<file path="config.mk">
export PLATFORM = sky130hd
export DESIGN_NAME = qdr_sram_fe
export DESIGN_NICKNAME = d
export VERILOG_FILES = /design/src/rtl/qdr_pkg.sv /design/src/rtl/qdr_port_seq.sv /design/src/rtl/qdr_array.sv /design/src/rtl/qdr_rd_pipe.sv /design/src/rtl/qdr_sram_fe.sv
export SDC_FILE = /design/constraint.sdc
export NUM_CORES = 2
export LEC_CHECK = 0
export BUFFER_PORTS_ARGS = -buffer_cell sky130_fd_sc_hd__buf_2
export CELL_PAD_IN_SITES_DETAIL_PLACEMENT = 1
export CELL_PAD_IN_SITES_GLOBAL_PLACEMENT = 1
export CORE_MARGIN = 5
export CORE_UTILIZATION = 58
export DETAILED_ROUTE_END_ITERATION = 8
export MAX_ROUTING_LAYER = met4
export PLACE_DENSITY_LB_ADDON = 0.1
export SLEW_MARGIN = 20
export SYNTH_ARGS = -nofsm -noshare
export SYNTH_HDL_FRONTEND = slang
export SYNTH_SLANG_ARGS = --single-unit
export TNS_END_PERCENT = 30
</file>
<file path="constraint.sdc">
create_clock -name clk -period 9 [get_ports clk]
set_input_delay 0.9 -clock clk [delete_from_list [all_inputs] [get_ports clk]]
set_output_delay 0.9 -clock clk [all_outputs]
set_load 0.05 [all_outputs]
</file>
<file path="src/rtl/qdr_pkg.sv">
package qdr_pkg;

    localparam int BURST_LEN    = 4;
    localparam int BEAT_W       = $clog2(BURST_LEN);
    localparam int RD_LAT_K     = 2;
    localparam int RD_LAT_BEATS = 2 * RD_LAT_K;
    localparam int RD_PIPE_D    = RD_LAT_BEATS + 1;

    typedef logic [BEAT_W-1:0] beat_t;

    typedef enum logic {
        PH_RISE_K  = 1'b0,
        PH_RISE_KN = 1'b1
    } phase_e;

    typedef struct packed {
        logic  active;
        beat_t beat;
    } burst_st_t;

    function automatic beat_t beat_succ(input beat_t b);
        return b + beat_t'(1);
    endfunction

    function automatic logic beat_is_last(input beat_t b);
        return b == beat_t'(BURST_LEN - 1);
    endfunction

    function automatic phase_e phase_flip(input phase_e p);
        return (p == PH_RISE_K) ? PH_RISE_KN : PH_RISE_K;
    endfunction

endpackage

</file>
<file path="src/rtl/qdr_port_seq.sv">
module qdr_port_seq
    import qdr_pkg::*;
#(
    parameter  int ADDR_W  = 4,
    localparam int WADDR_W = ADDR_W + BEAT_W
) (
    input  logic               clk,
    input  logic               rst,
    input  logic               k_edge,
    input  logic               sel_n,
    input  logic [ADDR_W-1:0]  addr,
    output logic               acc,
    output logic               live,
    output logic [WADDR_W-1:0] word_addr
);

    burst_st_t         st;
    logic [ADDR_W-1:0] base;

    // a new burst starts only on a K edge while this port is idle
    assign acc       = k_edge && !sel_n && !st.active;
    assign live      = acc || st.active;
    assign word_addr = acc ? {addr, beat_t'(0)} : {base, st.beat};

    always_ff @(posedge clk) begin
        if (rst) begin
            st   <= '0;
            base <= '0;
        end else if (acc) begin
            st.active <= 1'b1;
            st.beat   <= beat_t'(1);
            base      <= addr;
        end else if (st.active) begin
            if (beat_is_last(st.beat)) begin
                st.active <= 1'b0;
            end
            st.beat <= beat_succ(st.beat);
        end
    end

endmodule

</file>
<file path="src/rtl/qdr_array.sv">
module qdr_array #(
    parameter  int WADDR_W = 6,
    parameter  int LANES   = 4,
    parameter  int LANE_W  = 9,
    localparam int DATA_W  = LANES * LANE_W,
    localparam int DEPTH   = 1 << WADDR_W
) (
    input  logic               clk,
    input  logic               we,
    input  logic [WADDR_W-1:0] waddr,
    input  logic [DATA_W-1:0]  wdata,
    input  logic [LANES-1:0]   wmask_n,
    input  logic [WADDR_W-1:0] raddr,
    output logic [DATA_W-1:0]  rdata
);

    logic [DATA_W-1:0] mem [DEPTH];

    // read sees contents before any write on the same edge
    assign rdata = mem[raddr];

    always_ff @(posedge clk) begin
        if (we) begin
            for (int l = 0; l < LANES; l++) begin
                if (!wmask_n[l]) begin
                    mem[waddr][l*LANE_W +: LANE_W] <= wdata[l*LANE_W +: LANE_W];
                end
            end
        end
    end

endmodule

</file>
<file path="src/rtl/qdr_rd_pipe.sv">
module qdr_rd_pipe #(
    parameter int DATA_W = 36,
    parameter int DEPTH  = 5
) (
    input  logic              clk,
    input  logic              rst,
    input  logic              in_live,
    input  logic [DATA_W-1:0] in_data,
    output logic              out_valid,
    output logic [DATA_W-1:0] out_data
);

    typedef struct packed {
        logic              valid;
        logic [DATA_W-1:0] data;
    } slot_t;

    slot_t pipe [DEPTH];

    always_ff @(posedge clk) begin
        if (rst) begin
            for (int s = 0; s < DEPTH; s++) begin
                pipe[s] <= '0;
            end
        end else begin
            pipe[0].valid <= in_live;
            pipe[0].data  <= in_live ? in_data : '0;
            for (int s = 1; s < DEPTH; s++) begin
                pipe[s] <= pipe[s-1];
            end
        end
    end

    assign out_valid = pipe[DEPTH-1].valid;
    assign out_data  = pipe[DEPTH-1].data;

endmodule

</file>
<file path="src/rtl/qdr_sram_fe.sv">
module qdr_sram_fe
    import qdr_pkg::*;
#(
    parameter  int ADDR_W = 4,
    parameter  int LANES  = 4,
    parameter  int LANE_W = 9,
    localparam int DATA_W = LANES * LANE_W
) (
    input  logic              clk,
    input  logic              rst,
    input  logic              rd_n,
    input  logic              wr_n,
    input  logic [ADDR_W-1:0] addr,
    input  logic [DATA_W-1:0] d,
    input  logic [LANES-1:0]  bw_n,
    output logic [DATA_W-1:0] q,
    output logic              q_valid,
    output logic              q_oe,
    output logic              k_edge
);

    localparam int WADDR_W = ADDR_W + BEAT_W;

    phase_e             ph;
    logic               wr_acc, wr_live, rd_acc, rd_live;
    logic [WADDR_W-1:0] wr_wa, rd_wa;
    logic [DATA_W-1:0]  arr_q;

    always_ff @(posedge clk) begin
        if (rst) ph <= PH_RISE_K;
        else     ph <= phase_flip(ph);
    end

    assign k_edge = (ph == PH_RISE_K);

    qdr_port_seq #(.ADDR_W(ADDR_W)) u_wr (
        .clk(clk), .rst(rst), .k_edge(k_edge), .sel_n(wr_n), .addr(addr),
        .acc(wr_acc), .live(wr_live), .word_addr(wr_wa)
    );

    qdr_port_seq #(.ADDR_W(ADDR_W)) u_rd (
        .clk(clk), .rst(rst), .k_edge(k_edge), .sel_n(rd_n), .addr(addr),
        .acc(rd_acc), .live(rd_live), .word_addr(rd_wa)
    );

    qdr_array #(.WADDR_W(WADDR_W), .LANES(LANES), .LANE_W(LANE_W)) u_arr (
        .clk(clk), .we(wr_live), .waddr(wr_wa), .wdata(d), .wmask_n(bw_n),
        .raddr(rd_wa), .rdata(arr_q)
    );

    qdr_rd_pipe #(.DATA_W(DATA_W), .DEPTH(RD_PIPE_D)) u_pipe (
        .clk(clk), .rst(rst), .in_live(rd_live), .in_data(arr_q),
        .out_valid(q_valid), .out_data(q)
    );

    assign q_oe = q_valid;

endmodule

</file>
* Word-level counts from Yosys, hierarchy flattened *
Memories as Yosys holds them, arrays and structs flattened.
Index checks and enable logic that the tools add are counted.

storage, ports and cells
  flip-flop bits (word level) = 15
  bits in latches = 0
  bits in writable memories = 2489
  bits in read-only memories = 0
  memories kept = 2

operators by class
  $add $sub $neg = 2
  $mul = 0
  div/mod/pow operators = 0
  $lt $le $gt $ge = 0
  equal/unequal tests = 2
  shift operators = 0
  multiplexer cells = 31
  bitwise logic cells = 7
  reductions and logical operators = 14

memory list
  memory       words  width  read ports  clocked after Yosys merged registers in  wr ports  RTL line           source
  u_arr.mem    64     36     1           0                                        1         qdr_array.sv:17    logic [DATA_W-1:0] mem [DEPTH];
  u_pipe.pipe  5      37     5           0                                        5         qdr_rd_pipe.sv:18  slot_t pipe [DEPTH];

operator list
  kind                   number
  $mux W37               4
  $mux W36               2
  $mux W1                19
  $mux W3                4
  $mux W6                2
  $or A1 B1 Y1           6
  $add A2 B1 Y2 const B  2
  $eq A2 B2 Y1 const B   2
  $logic_and A1 B1 Y1    4
  $logic_not A1 Y1       4
  $reduce_bool A2 Y1     2
  $reduce_or A2 Y1       2
  $logic_or A1 B1 Y1     2
  $not A1 Y1             1

* Longest topological paths before layout *
An unclocked memory read counts as a cell.

  depth after elaboration = 7
  gate-level depth with buffers = 12
  mapped depth without buffers = 6

* Cells and area by module *
A second synthesis with hierarchy kept.

unflattened totals
  cell total of the unflattened synthesis = 4526
  area, all modules = 94544.4 µm²

modules (own cells, without submodules)
  module        times used  cells each  area each (µm²)
  qdr_array     1           4033        88539.9
  qdr_rd_pipe   1           429         5331.4
  qdr_port_seq  2           30          319.1
  qdr_sram_fe   1           4           35.0

* Least setup slack after synthesis *
No wires, ideal clock.

  kind = input port to flip-flop
  from = in addr[0]
  to = mem u_arr.mem[12][0] (enable)
  library setup time = 0.374 ns
  arrival time = 2.905 ns
  data required time = 8.626 ns
  setup slack = 5.721 ns
  stages = 7
  buffers on the path = 4
  cell sequence = buf_2 buf_1 buf_1 a32oi_1 or2_2 clkbuf_1 nor2_1

between the ends
  word-level cells in the longest chain between the ends = 1

ends and longest elaborated chain
  element          RTL line            source
  start, declared  qdr_sram_fe.sv:13   input logic [ADDR_W-1:0] addr,
  $mux W6          qdr_port_seq.sv:23  assign word_addr = acc ? {addr, beat_t'(0)} : {base, st.beat};
  end, declared    qdr_array.sv:17

No other way between the ends.

==> flow_metrics.py <==
metrics = {
    "finish": {
        "drive_gt1_share_pct": 12.3,
        "stdcell_count": 9050,
        "nNetsFinal": 6651,
        "finalInstanceArea_um2": 109000,
        "syn_to_final_growth_pct": 11.0,
    },
    "placed_design": {
        "dp_slack_ns": 4.01,
        "dpl.cell_count": 8537,
        "dp_hpwl_mm": 206,
        "numPortBuffers": 86,
        "gp_congestion": 0.918,
        "placed_area_um2": 101000,
    },
    "sta": {
        "tightest_slew_ns": 1.32,
        "slew_headroom_pct": 12.0,
        "final-hold-violation-count": 0,
        "report.final.slew_viol_count": 0,
        "setup_viol": 0,
        "post-route-period-util_pct": 51.8,
        "fin_worst_skew_ns": 0.0472,
        "fin_ws_ns": 4.34,
        "grt_setup_unrepaired": "no",
        "tns_ns": 0,
        "clock.fmax_ghz": 0.215,
        "min_period_ns": 4.66,
    },
    "drt": {
        "drc_errors": 0,
        "drtIter0Drc": 11700,
        "vias": 66300,
        "firstDrtPassIters": 8,
        "antenna_left": 0,
        "wirelength_mm": 357,
        "vias_per_cell": 7.33,
        "wl_per_cell_um": 39.4,
    },
    "clocking": {
        "post_cts_buffers": 0,
        "path_clk_slew_ns": 0.06,
        "cts_tree": "built",
        "cts_buffers": 280,
        "cts_htree_levels": 5,
        "cts_sinks": 2504,
        "cts_root_buf": "clkbuf_16",
        "clock_latency_ns": 0.93,
        "cts_hold_buf": 0,
        "cts_buffer_depth": 4,
        "post_cts_resized": 0,
    },
    "grt": {
        "grt_max_degree": 152,
        "grt-ovfl-total": 0,
        "antenna_found_initial": 51,
        "grt_pass1_wl_mm": 499,
        "grt.total_usage_pct": 40.4,
        "grt_pass1_vias": 66600,
    },
    "floorplanning": {
        "core_um2": 169000,
        "floorplan.initialDensity_pct": 58.2,
        "die_h_um": 422,
        "fp-row-count": 151,
        "fp.dieW_um": 422,
        "die_area_um2": 178000,
        "pin_count": 87,
    },
    "pwr": {
        "power_uw": 25900,
        "power_frac_seq_pct": 49.6,
        "p_switching_uw": 6420,
        "max-vdd-ir-drop_mv": 0.237,
        "combPwrFrac_pct": 9.2,
        "p_per_area_nw_per_um2": 237,
        "p_int_uw": 19500,
        "p_leak_uw": 0.0350,
        "swShare_pct": 24.8,
        "clkPwrFrac_pct": 41.2,
    },
    "yosys": {
        "yosysTopAreaCell": "edfxtp_1",
        "synth_area_per_cell_um2": 14.8,
        "yosysTopAreaCellShare_pct": 70.3,
        "async_flop_share_pct": 0,
        "synth_area_leaders": "edfxtp_1 70%, dfxtp_1 4.1%, mux2i_1 2.7%",
        "synth_edf_count": 2304,
        "syn_inst": 6641,
        "synth.cell_area_um2": 98500,
        "ys_warn_count": 0,
        "synth-main-ff-cell": "edfxtp_1",
        "syn_nets": 6691,
        "yosys_register_bits": 2504,
        "synth.distinct_cells": 80,
        "synth-seq-area-share_pct": 74.3,
    },
    "worst_setup_path": {
        "worst_setup_path_end_kind": "flip-flop",
        "crit_fanout": 99,
        "r2r_end": "u_pipe.pipe[0][19]",
        "rrSetupSlack_ns": 4.34,
        "r2r_cells": 10,
        "critical_path_class": "flip-flop to flip-flop",
        "timing.rr.start": "u_rd.st[2]",
        "arrival_ns": 5.46,
        "start_kind": "flip-flop",
        "crit_path_start": "u_rd.st[2]",
        "cp_data_required_time_ns": 9.81,
        "endpoint": "u_pipe.pipe[0][19]",
    },
    "hold_path": {
        "hold_path.class": "flip-flop to flip-flop",
        "hp-start": "u_pipe.pipe[0][103]",
        "min_path_cells": 1,
    },
    "status": {
        "status": "completed",
    },
    "run": {
        "drv_cap": 0,
    },
}
## state kept, by name, summed over array words and instances (netlist names)
register     flops
u_wr.base        4
u_pipe.pipe    185
u_rd.base        4
u_wr.st          3
u_rd.st          3
ph               1
u_arr.mem     2304
## placed cells by master (no fill, tap or decap), drive strengths merged, types with 50 or more instances in the layout
master | Yosys | final
a211oi | 95 | 95
a21oi | 252 | 252
a2bb2oi | 53 | 53
a31oi | 54 | 54
buf | 327 | 252
clkbuf | 247 | 388
clkinv | 2 | 78
dfxtp | 200 | 200
edfxtp | 2304 | 2304
mux2i | 272 | 272
mux4 | 50 | 50
nand2 | 514 | 514
nand2b | 94 | 94
nand3 | 134 | 134
nor2 | 571 | 571
nor2b | 156 | 156
o21ai | 152 | 152
o221ai | 189 | 189
o22ai | 305 | 305
## routing by layer
metal	vias to the layer above	global-route usage (%)	wire length (um)
met3	1229	11.4	47400
met5	-	-	0
met4	0	22.4	23300
met2	5382	59.1	160000
li1	25900	-	-
met1	33800	51.4	126000
## cell type report
| type | instances | area, um^2 |
|---|---|---|
| Sequential cell | 2504 | 73200 |
| Fill cell | 15000 | 59800 |
| Multi-Input combinational cell | 3548 | 23000 |
| Clock buffer | 388 | 7770 |
| Tap cell | 2218 | 2780 |
| Timing Repair Buffer | 252 | 1860 |
| Clock inverter | 90 | 526 |
| Antenna cell | 35 | 87.6 |
| Inverter | 15 | 62.6 |
## synthesized netlist by cell type, drive strengths merged, types with 41 or more instances
cell type  count
nor2         571
nand2        514
mux4          50
a211oi        95
nand2b        94
a2bb2oi       53
clkbuf       247
mux2i        272
o22ai        305
nand4         41
nor3          41
mux2          44
nor2b        156
o221ai       189
a21oi        252
o21ai        152
a31oi         54
a22oi         48
dfxtp        200
buf          327
edfxtp      2304
a221oi        45
nand3        134
## worst min path at each step
stage / end / slack (ns)
after floorplan: u_pipe.pipe[0][100] / 0.41
after global placement: u_pipe.pipe[0][118] / 0.42
after detailed placement: u_pipe.pipe[0][140] / 0.42
after CTS: u_pipe.pipe[0][140] / 0.44
after global routing: u_pipe.pipe[0][180] / 0.45
final: u_pipe.pipe[0][140] / 0.44
## power by group through the flow
stage	Sequential, uW	Clock (uW)	Combinational [uW]
floorplan	13000	0	1200
global placement	13100	0	2180
detailed placement	13100	0	2250
CTS	12900	10700	2280
global route	12900	11300	2400
finish	12900	10700	2380
## per-stage QoR
stage,hold slack [ns],util [%]
final,0.435,64.6
after CTS,0.437,64.5
after floorplan,0.414,-
after detailed placement,0.424,59.6
after global placement,0.417,59.6
after global routing,0.450,64.6
## cells by family (layout without fill, tap and decap cells)
group	count (synthesis)	after routing	synth area share, %
adder cells (fa/ha/maj)	2	2	0.0254
AO/OA/AOI/OAI	1491	1491	10.7
flip-flops	2504	2504	74.3
buffers and inverters	589	745	2.69
multiplexers	366	366	4.44
other	0	35	0
AND/OR/NAND/NOR	1689	1689	7.84
## worst max-delay path, stage by stage (launching register included)
cell and delay, ns:
dfxtp_1 0.33, buf_4 0.40, or3_4 0.58, buf_12 0.55, mux2i_4 0.83, buf_4 0.57
buf_4 0.28, a221oi_1 0.11, o21ai_1 0.27, a21oi_1 0.17, a32o_1 0.25
(Power assumes the default switching activity.)
